### src/rtl/pot_cmd_pkg.sv
package pot_cmd_pkg;

    localparam int BYTE_W = 8;
    localparam int CNT_W  = $clog2(BYTE_W + 1);

    localparam logic [3:0] OP_RD_WIPER  = 4'b1001;
    localparam logic [3:0] OP_WR_WIPER  = 4'b1010;
    localparam logic [3:0] OP_RD_DREG   = 4'b1011;
    localparam logic [3:0] OP_WR_DREG   = 4'b1100;
    localparam logic [3:0] OP_DREG2WIP  = 4'b1101;
    localparam logic [3:0] OP_WIP2DREG  = 4'b1110;
    localparam logic [3:0] OP_ALL_D2W   = 4'b0001;
    localparam logic [3:0] OP_ALL_W2D   = 4'b1000;
    localparam logic [3:0] OP_STEP      = 4'b0010;

    typedef enum logic [3:0] {
        ST_IDLE,
        ST_ADDR,
        ST_ADDR_ACK,
        ST_INSTR,
        ST_INSTR_ACK,
        ST_WDATA,
        ST_WDATA_ACK,
        ST_RDATA,
        ST_RMACK,
        ST_STEP,
        ST_HOLD
    } fsm_e;

    typedef enum logic [2:0] {
        K_BAD,
        K_RD,
        K_WR,
        K_XFR,
        K_STEP
    } kind_e;

endpackage

### src/rtl/pot_sync.sv
module pot_sync #(
    parameter int STAGES = 2,
    parameter int WIDTH  = 2
) (
    input  logic             clk,
    input  logic             rst_n,
    input  logic [WIDTH-1:0] d_i,
    output logic [WIDTH-1:0] q_o
);
    logic [STAGES-1:0][WIDTH-1:0] stg;

    always_ff @(posedge clk or negedge rst_n) begin
        if (!rst_n) begin
            stg <= '1;
        end else begin
            stg[0] <= d_i;
            for (int s = 1; s < STAGES; s++) begin
                stg[s] <= stg[s-1];
            end
        end
    end

    assign q_o = stg[STAGES-1];
endmodule

### src/rtl/pot_bus_cond.sv
module pot_bus_cond (
    input  logic clk,
    input  logic rst_n,
    input  logic scl_s,
    input  logic sda_s,
    output logic scl_rise,
    output logic scl_fall,
    output logic start_det,
    output logic stop_det
);
    logic scl_q;
    logic sda_q;

    always_ff @(posedge clk or negedge rst_n) begin
        if (!rst_n) begin
            scl_q <= 1'b1;
            sda_q <= 1'b1;
        end else begin
            scl_q <= scl_s;
            sda_q <= sda_s;
        end
    end

    assign scl_rise  = scl_s & ~scl_q;
    assign scl_fall  = ~scl_s & scl_q;
    assign start_det = scl_s & scl_q & sda_q & ~sda_s;
    assign stop_det  = scl_s & scl_q & ~sda_q & sda_s;
endmodule

### src/rtl/pot_opcode_dec.sv
module pot_opcode_dec
    import pot_cmd_pkg::*;
(
    input  logic [BYTE_W-1:0] byte_i,
    output kind_e             kind_o
);
    always_comb begin
        case (byte_i[7:4])
            OP_RD_WIPER, OP_RD_DREG:                        kind_o = K_RD;
            OP_WR_WIPER, OP_WR_DREG:                        kind_o = K_WR;
            OP_DREG2WIP, OP_WIP2DREG, OP_ALL_D2W, OP_ALL_W2D: kind_o = K_XFR;
            OP_STEP:                                        kind_o = K_STEP;
            default:                                        kind_o = K_BAD;
        endcase
        if (byte_i[1]) begin
            kind_o = K_BAD;
        end
    end
endmodule

### src/rtl/pot_cmd_if.sv
module pot_cmd_if
    import pot_cmd_pkg::*;
#(
    parameter int         SYNC_STAGES = 2,
    parameter logic [3:0] DEV_CODE    = 4'b0101
) (
    input  logic              clk,
    input  logic              rst_n,
    input  logic              scl_i,
    input  logic              sda_i,
    output logic              sda_pull_o,
    input  logic [3:0]        dev_addr_i,
    input  logic              nv_busy_i,
    input  logic [BYTE_W-1:0] rd_data_i,
    output logic [3:0]        sel_op_o,
    output logic [1:0]        sel_dr_o,
    output logic              sel_pot_o,
    output logic              cmd_stb_o,
    output logic [BYTE_W-1:0] cmd_data_o,
    output logic              step_stb_o,
    output logic              step_up_o
);
    localparam logic [CNT_W-1:0] LAST_BIT = CNT_W'(BYTE_W - 1);
    localparam logic [CNT_W-1:0] ALL_BITS = CNT_W'(BYTE_W);

    logic [1:0] raw_in;
    logic [1:0] syn_out;
    logic       scl_s;
    logic       sda_s;
    logic       scl_rise;
    logic       scl_fall;
    logic       start_det;
    logic       stop_det;

    fsm_e               state;
    fsm_e               nstate;
    kind_e              rx_kind;
    kind_e              kind_q;
    logic [CNT_W-1:0]   cnt_q;
    logic [BYTE_W-1:0]  sh_q;
    logic [BYTE_W-1:0]  rd_q;
    logic [BYTE_W-1:0]  rx_byte;
    logic [BYTE_W-1:0]  data_q;
    logic               nine_q;
    logic               pend_q;
    logic               pull_q;
    logic               stb_q;
    logic               step_q;
    logic               up_q;
    logic [3:0]         op_q;
    logic [1:0]         dr_q;
    logic               pot_q;
    logic               byte_done;
    logic               id_ok;
    logic               ack_end;
    logic               in_ack;

    assign raw_in = {scl_i, sda_i};

    pot_sync #(
        .STAGES (SYNC_STAGES),
        .WIDTH  (2)
    ) u_sync (
        .clk   (clk),
        .rst_n (rst_n),
        .d_i   (raw_in),
        .q_o   (syn_out)
    );

    assign scl_s = syn_out[1];
    assign sda_s = syn_out[0];

    pot_bus_cond u_cond (
        .clk       (clk),
        .rst_n     (rst_n),
        .scl_s     (scl_s),
        .sda_s     (sda_s),
        .scl_rise  (scl_rise),
        .scl_fall  (scl_fall),
        .start_det (start_det),
        .stop_det  (stop_det)
    );

    assign rx_byte = {sh_q[BYTE_W-2:0], sda_s};

    pot_opcode_dec u_dec (
        .byte_i (rx_byte),
        .kind_o (rx_kind)
    );

    assign byte_done = scl_rise && (cnt_q == LAST_BIT);
    assign id_ok     = (rx_byte[7:4] == DEV_CODE) && (rx_byte[3:0] == dev_addr_i) && !nv_busy_i;
    assign ack_end   = scl_fall && nine_q;
    assign in_ack    = (state == ST_ADDR_ACK) || (state == ST_INSTR_ACK) || (state == ST_WDATA_ACK);

    // next-state logic
    always_comb begin
        nstate = state;
        if (start_det) begin
            nstate = ST_ADDR;
        end else if (stop_det) begin
            nstate = ST_IDLE;
        end else begin
            unique case (state)
                ST_IDLE:      nstate = ST_IDLE;
                ST_ADDR:      if (byte_done) nstate = id_ok ? ST_ADDR_ACK : ST_IDLE;
                ST_ADDR_ACK:  if (ack_end) nstate = ST_INSTR;
                ST_INSTR:     if (byte_done) nstate = (rx_kind != K_BAD) ? ST_INSTR_ACK : ST_IDLE;
                ST_INSTR_ACK: begin
                    if (ack_end) begin
                        case (kind_q)
                            K_RD:    nstate = ST_RDATA;
                            K_WR:    nstate = ST_WDATA;
                            K_STEP:  nstate = ST_STEP;
                            default: nstate = ST_HOLD;
                        endcase
                    end
                end
                ST_WDATA:     if (byte_done) nstate = ST_WDATA_ACK;
                ST_WDATA_ACK: if (ack_end) nstate = ST_HOLD;
                ST_RDATA:     if (scl_fall && (cnt_q == ALL_BITS)) nstate = ST_RMACK;
                ST_RMACK:     if (scl_rise) nstate = ST_HOLD;
                ST_STEP:      nstate = ST_STEP;
                ST_HOLD:      nstate = ST_HOLD;
                default:      nstate = ST_IDLE;
            endcase
        end
    end

    // state register
    always_ff @(posedge clk or negedge rst_n) begin
        if (!rst_n) begin
            state <= ST_IDLE;
        end else begin
            state <= nstate;
        end
    end

    // datapath and outputs
    always_ff @(posedge clk or negedge rst_n) begin
        if (!rst_n) begin
            cnt_q  <= '0;
            sh_q   <= '0;
            rd_q   <= '0;
            data_q <= '0;
            nine_q <= 1'b0;
            pend_q <= 1'b0;
            pull_q <= 1'b0;
            stb_q  <= 1'b0;
            step_q <= 1'b0;
            up_q   <= 1'b0;
            op_q   <= '0;
            dr_q   <= '0;
            pot_q  <= 1'b0;
            kind_q <= K_BAD;
        end else begin
            stb_q  <= 1'b0;
            step_q <= 1'b0;
            if (start_det) begin
                cnt_q  <= '0;
                nine_q <= 1'b0;
                pend_q <= 1'b0;
            end else if (stop_det) begin
                cnt_q  <= '0;
                nine_q <= 1'b0;
                pend_q <= 1'b0;
                if (pend_q && (state == ST_HOLD)) begin
                    stb_q <= 1'b1;
                end
            end else if (scl_rise) begin
                unique case (state)
                    ST_ADDR, ST_INSTR, ST_WDATA: begin
                        sh_q  <= rx_byte;
                        cnt_q <= byte_done ? '0 : cnt_q + 1'b1;
                        if (byte_done && (state == ST_INSTR) && (rx_kind != K_BAD)) begin
                            op_q   <= rx_byte[7:4];
                            dr_q   <= rx_byte[3:2];
                            pot_q  <= rx_byte[0];
                            kind_q <= rx_kind;
                        end
                        if (byte_done && (state == ST_WDATA)) begin
                            data_q <= rx_byte;
                        end
                    end
                    ST_ADDR_ACK, ST_INSTR_ACK, ST_WDATA_ACK: nine_q <= 1'b1;
                    ST_RDATA: cnt_q <= cnt_q + 1'b1;
                    ST_STEP: begin
                        nine_q <= 1'b1;
                        up_q   <= sda_s;
                    end
                    default: ;
                endcase
            end else if (scl_fall) begin
                if (in_ack) begin
                    if (!nine_q) begin
                        pull_q <= 1'b1;
                    end else begin
                        pull_q <= 1'b0;
                        nine_q <= 1'b0;
                        cnt_q  <= '0;
                        if ((state == ST_INSTR_ACK) && (kind_q == K_RD)) begin
                            rd_q   <= rd_data_i;
                            pull_q <= ~rd_data_i[BYTE_W-1];
                        end
                        if (((state == ST_INSTR_ACK) && (kind_q == K_XFR)) || (state == ST_WDATA_ACK)) begin
                            pend_q <= 1'b1;
                        end
                    end
                end else if (state == ST_RDATA) begin
                    if (cnt_q == ALL_BITS) begin
                        pull_q <= 1'b0;
                    end else begin
                        pull_q <= ~rd_q[3'd7 - cnt_q[2:0]];
                    end
                end else if ((state == ST_STEP) && nine_q) begin
                    step_q <= 1'b1;
                    nine_q <= 1'b0;
                end
            end
        end
    end

    assign sda_pull_o = pull_q;
    assign sel_op_o   = op_q;
    assign sel_dr_o   = dr_q;
    assign sel_pot_o  = pot_q;
    assign cmd_stb_o  = stb_q;
    assign cmd_data_o = data_q;
    assign step_stb_o = step_q;
    assign step_up_o  = up_q;
endmodule

### config.mk
export PLATFORM = sky130hd
export DESIGN_NAME = pot_cmd_if
export DESIGN_NICKNAME = d
export VERILOG_FILES = /design/src/rtl/pot_cmd_pkg.sv /design/src/rtl/pot_sync.sv /design/src/rtl/pot_bus_cond.sv /design/src/rtl/pot_opcode_dec.sv /design/src/rtl/pot_cmd_if.sv
export SDC_FILE = /design/constraint.sdc
export NUM_CORES = 1
export LEC_CHECK = 0
export ABC_AREA = 0
export BUFFER_PORTS_ARGS = -buffer_cell sky130_fd_sc_hd__buf_2
export CORE_MARGIN = 4
export CORE_UTILIZATION = 45
export DETAILED_ROUTE_END_ITERATION = 10
export SLEW_MARGIN = 40
export SYNTH_ARGS = -nofsm -noshare
export SYNTH_HDL_FRONTEND = slang
export SYNTH_HIERARCHICAL = 1
export SYNTH_SLANG_ARGS = --single-unit
### constraint.sdc
create_clock -name clk -period 3.3 [get_ports clk]
set_input_delay 0 -clock clk [delete_from_list [all_inputs] [get_ports clk]]
set_output_delay 0 -clock clk [all_outputs]
set_load 0.01 [all_outputs]
==> metrics.txt <==
# TYPE chip_impl_metric gauge
chip_impl_metric{name="postCtsSetupBuffers",unit=""} 0
chip_impl_metric{name="tightest_slew",unit="ns"} 0.651
chip_impl_info{name="result_of_the_run",value="complete, no violations"} 1
chip_impl_metric{name="timing.max_slew.rel_slack",unit=""} 0.564
chip_impl_metric{name="fp.dieH",unit="um"} 86.2
chip_impl_metric{name="report.final.slew_viol_count",unit=""} 0
chip_impl_info{name="layout.cells.most_common",value="sky130_fd_sc_hd__dfrtp_1"} 1
chip_impl_metric{name="nets_in_the_synthesized_netlist",unit=""} 261
chip_impl_info{name="cts_tree",value="done"} 1
chip_impl_info{name="rsz0062_at_grt",value="false"} 1
chip_impl_metric{name="hpwl",unit="um"} 4140
chip_impl_metric{name="fin_skew",unit="ns"} 0.00818
chip_impl_metric{name="clk_latency",unit="ns"} 0.31
chip_impl_metric{name="postRouteAntennaNets",unit=""} 0
chip_impl_metric{name="clock_sink_count",unit=""} 53
chip_impl_metric{name="sequential_cell_area",unit="sq um"} 1330
chip_impl_info{name="regToRegEndpoint",value="rd_q[3]"} 1
chip_impl_metric{name="p_per_area",unit="nW/um^2"} 565
chip_impl_metric{name="post_detailed_route_drc_marker_count",unit=""} 0
chip_impl_metric{name="cts_hold_buf",unit=""} 11
chip_impl_metric{name="finalCritPeriodShare",unit=""} 0.806
chip_impl_metric{name="cts_max_level",unit=""} 2
chip_impl_metric{name="cp.required",unit="ns"} 3.50
chip_impl_metric{name="grt_start_max_net_pins",unit=""} 37
chip_impl_metric{name="area_delta_synth_final",unit="%"} 16.3
chip_impl_metric{name="p_leak",unit="nW"} 1.52
chip_impl_info{name="dominantRegCellSynth",value="sky130_fd_sc_hd__dfrtp_1"} 1
chip_impl_metric{name="synthDistinctLibCells",unit=""} 48
chip_impl_metric{name="routed_wl",unit="um"} 5700
chip_impl_metric{name="dieArea",unit="sq um"} 7420
chip_impl_metric{name="cts-resized-gates",unit=""} 0
chip_impl_metric{name="worstRegToRegCells",unit=""} 6
chip_impl_metric{name="max_cap_viol_count",unit=""} 0
chip_impl_info{name="source_of_the_worst_register_to_register_timing_path",value="u_sync/q_o[0]"} 1
chip_impl_metric{name="worstPathMaxFanout",unit=""} 8
chip_impl_metric{name="clock_path_buffers",unit=""} 2
chip_impl_metric{name="postSynth.asyncResetShare",unit=""} 1.00
chip_impl_metric{name="antenna_found_initial",unit=""} 0
chip_impl_metric{name="port_buffers",unit=""} 35
chip_impl_metric{name="critPathArrivalTime",unit="ns"} 2.86
chip_impl_metric{name="final_core_util",unit=""} 0.540
chip_impl_metric{name="pwr-share-seq",unit=""} 0.492
chip_impl_metric{name="drive_above_1_share",unit=""} 0.327
chip_impl_metric{name="total_number_of_placement_rows",unit=""} 28
chip_impl_metric{name="via_count",unit=""} 1980
chip_impl_metric{name="maxClockFrequency",unit="GHz"} 0.376
chip_impl_metric{name="switching_share",unit=""} 0.342
chip_impl_info{name="crit_path_end_kind",value="register"} 1
chip_impl_metric{name="p_switching",unit="W"} 0.000617
chip_impl_metric{name="drt_pass1_iterations",unit=""} 5
chip_impl_metric{name="internal-power",unit="W"} 0.00119
chip_impl_metric{name="p_clk_frac",unit=""} 0.256
chip_impl_metric{name="setup-tns-final",unit="ns"} 0
chip_impl_metric{name="share_of_the_yosys_chip_area_belonging_to_registers",unit=""} 0.485
chip_impl_metric{name="fillCellCount",unit=""} 533
chip_impl_metric{name="nNetsFinal",unit=""} 306
chip_impl_metric{name="worst_setup_hold_path_clk_slew",unit="ns"} 0.10
chip_impl_metric{name="ports_placed_on_the_boundary",unit=""} 36
chip_impl_metric{name="grt_pass1_vias",unit=""} 1974
chip_impl_metric{name="grt_use_total",unit=""} 0.165
chip_impl_metric{name="setup-violations-final",unit=""} 0
chip_impl_info{name="layout_common_cells",value="sky130_fd_sc_hd__dfrtp_1 (47), sky130_fd_sc_hd__buf_2 (34), sky130_fd_sc_hd__mux2_2 (26), sky130_fd_sc_hd__nor2_1 (16), sky130_fd_sc_hd__nand2_1 (14)"} 1
chip_impl_metric{name="timing.final.crit_period",unit="ns"} 2.66
chip_impl_metric{name="vias_per_cell",unit=""} 5.52
chip_impl_metric{name="syn_area",unit="sq um"} 2750
chip_impl_info{name="crit_path_start",value="u_sync/q_o[0]"} 1
chip_impl_metric{name="antenna_cells",unit=""} 0
chip_impl_info{name="element_type_at_the_critical_path_start",value="register"} 1
chip_impl_metric{name="grt_pass1_wl",unit="um"} 9670
chip_impl_metric{name="floorplan.die.width",unit="um"} 86.2
chip_impl_metric{name="reg2reg_setup_slack",unit="ns"} 0.64
chip_impl_metric{name="cts_made_buffers",unit=""} 5
chip_impl_metric{name="post_synth_inst_count",unit=""} 238
chip_impl_info{name="hold_class",value="in -> async"} 1
chip_impl_metric{name="number_of_enable_type_register_cells_in_the_synthesized_netlist",unit=""} 0
chip_impl_metric{name="relative_contribution_of_combinational_cells_to_total_power",unit=""} 0.253
chip_impl_info{name="clk_root_buffer_cell",value="sky130_fd_sc_hd__clkbuf_8"} 1
chip_impl_metric{name="detailedRoute.firstIterationViolations",unit=""} 103
chip_impl_info{name="setup.worst_path.class",value="reg -> reg"} 1
chip_impl_metric{name="wl_per_cell",unit="um"} 15.9
chip_impl_metric{name="synthesis.yosys.warnings",unit=""} 6
chip_impl_metric{name="multi_input_comb_area",unit="sq um"} 1320
chip_impl_metric{name="initial_core_util",unit=""} 0.464
chip_impl_metric{name="power.total",unit="W"} 0.00181
chip_impl_metric{name="syn_avg_cell_area",unit="sq um"} 11.5
chip_impl_metric{name="final-hold-violation-count",unit=""} 0
chip_impl_metric{name="globalplace.congestion",unit=""} 0.803
chip_impl_metric{name="globalRoute.totalOverflow",unit=""} 0
chip_impl_metric{name="vdd_ir_drop_max",unit="V"} 0.000342
chip_impl_metric{name="synth_seq_cells",unit=""} 53
chip_impl_metric{name="coreArea",unit="sq um"} 5920
[cell usage after synthesis (2+ instances only)]
library cell / number / area (sq um)
sky130_fd_sc_hd__or2_2: 2 / 12.5
sky130_fd_sc_hd__buf_6: 2 / 22.5
sky130_fd_sc_hd__and4b_1: 4 / 40.0
sky130_fd_sc_hd__xor2_1: 6 / 52.6
sky130_fd_sc_hd__nor3_1: 3 / 15.0
sky130_fd_sc_hd__nor2_1: 16 / 60.1
sky130_fd_sc_hd__nand4b_1: 3 / 26.3
sky130_fd_sc_hd__nor4_1: 4 / 25.0
sky130_fd_sc_hd__mux4_2: 2 / 45.0
sky130_fd_sc_hd__nand4_1: 2 / 12.5
sky130_fd_sc_hd__buf_4: 2 / 15.0
sky130_fd_sc_hd__o21ai_0: 10 / 50.1
sky130_fd_sc_hd__a21o_1: 2 / 15.0
sky130_fd_sc_hd__a211oi_1: 4 / 30.0
sky130_fd_sc_hd__o21bai_1: 3 / 22.5
sky130_fd_sc_hd__dfstp_2: 6 / 158
sky130_fd_sc_hd__nand3b_1: 3 / 22.5
sky130_fd_sc_hd__a21oi_1: 12 / 60.1
sky130_fd_sc_hd__mux2_4: 8 / 120
sky130_fd_sc_hd__mux2_2: 26 / 293
sky130_fd_sc_hd__nand3_1: 3 / 15.0
sky130_fd_sc_hd__dfrtp_1: 47 / 1180
sky130_fd_sc_hd__xnor2_1: 2 / 17.5
sky130_fd_sc_hd__a22oi_1: 2 / 15.0
sky130_fd_sc_hd__ha_1: 6 / 75.1
sky130_fd_sc_hd__clkbuf_1: 5 / 18.8
sky130_fd_sc_hd__nor4b_1: 2 / 17.5
sky130_fd_sc_hd__inv_1: 6 / 22.5
sky130_fd_sc_hd__nand2_1: 14 / 52.6
sky130_fd_sc_hd__nor2b_1: 5 / 31.3
sky130_fd_sc_hd__nand2b_1: 9 / 56.3
[how the worst max path moves through the flow]
stage	to	slack, ns	cells after the start
CTS	rd_q[3]	0.64	6
floorplan	rd_q[0]	0.76	9
global placement	rd_q[5]	0.72	6
global route	rd_q[5]	0.51	6
finish	rd_q[3]	0.64	6
detailed placement	rd_q[3]	0.66	6
[flip-flops by register name (all words and copies together), names as in the netlist]
name,count
state,4
u_sync/q_o,2
sel_dr_o,2
step_stb_o,1
cmd_data_o,8
u_cond/sda_q,1
u_sync/stg,2
sel_pot_o,1
u_cond/scl_q,1
sda_pull_o,1
cnt_q,4
pend_q,1
sel_op_o,4
sh_q,7
nine_q,1
rd_q,8
kind_q,3
step_up_o,1
cmd_stb_o,1
[layer usage]
| metal | wire length [um] | track usage | vias to the layer above |
|---|---|---|---|
| met5 | 0 | 0 | - |
| met4 | 80 | 0.0518 | 0 |
| met3 | 275 | 0.0307 | 9 |
| met2 | 2680 | 0.260 | 50 |
| met1 | 2660 | 0.229 | 971 |
| li1 | - | - | 950 |
[stage by stage]
step                worst slack (ns)  cells  cell area (sq um)  hold slack, ns
finish                         0.642    359               3200           0.164
global route                   0.511    359               3200           0.214
CTS                            0.639    359               3190           0.203
detailed placement             0.663    340               2970           0.107
global placement               0.715    340               2970           0.105
floorplan                      0.758    238               2750          -0.296
[cells by family (layout without fill, tap and decap cells)]
family | count (synthesis) | count (layout) | synth area share
simple gates | 79 | 79 | 0.170
buf+inv | 17 | 63 | 0.0355
mux | 36 | 36 | 0.167
flops | 53 | 53 | 0.485
xor+xnor | 8 | 8 | 0.0255
compound gates | 39 | 39 | 0.0897
fa+ha+maj | 6 | 6 | 0.0273
[power groups by stage]
stage | combinational, W | sequential, W | clock, W
2_1_floorplan | 0.000375 | 0.000824 | 0
3_3_place_gp | 0.000438 | 0.000902 | 0
3_5_place_dp | 0.000446 | 0.000902 | 0
4_1_cts | 0.000459 | 0.000889 | 0.000481
5_1_grt | 0.000516 | 0.000910 | 0.000499
6_report | 0.000456 | 0.000888 | 0.000462
[area by class of cell]
cell class	instances	share of cell area
clock buffers	5	0.0215
clock inverters	3	0.0157
inverters	6	0.00705
multi-input cells	168	0.412
flip-flops and latches	53	0.417
well taps	75	0.0294
repair buffers	49	0.0971
[critical path, cell delays in order, from the launching register on]
cell	delay (ns)
sky130_fd_sc_hd__dfstp_2	0.61
sky130_fd_sc_hd__and4b_1	0.24
sky130_fd_sc_hd__or2_1	0.35
sky130_fd_sc_hd__nor3b_4	0.28
sky130_fd_sc_hd__nand2_1	0.10
sky130_fd_sc_hd__or4_4	0.63
sky130_fd_sc_hd__mux2_4	0.33
Note: power is estimated with default switching activity, not from simulation.
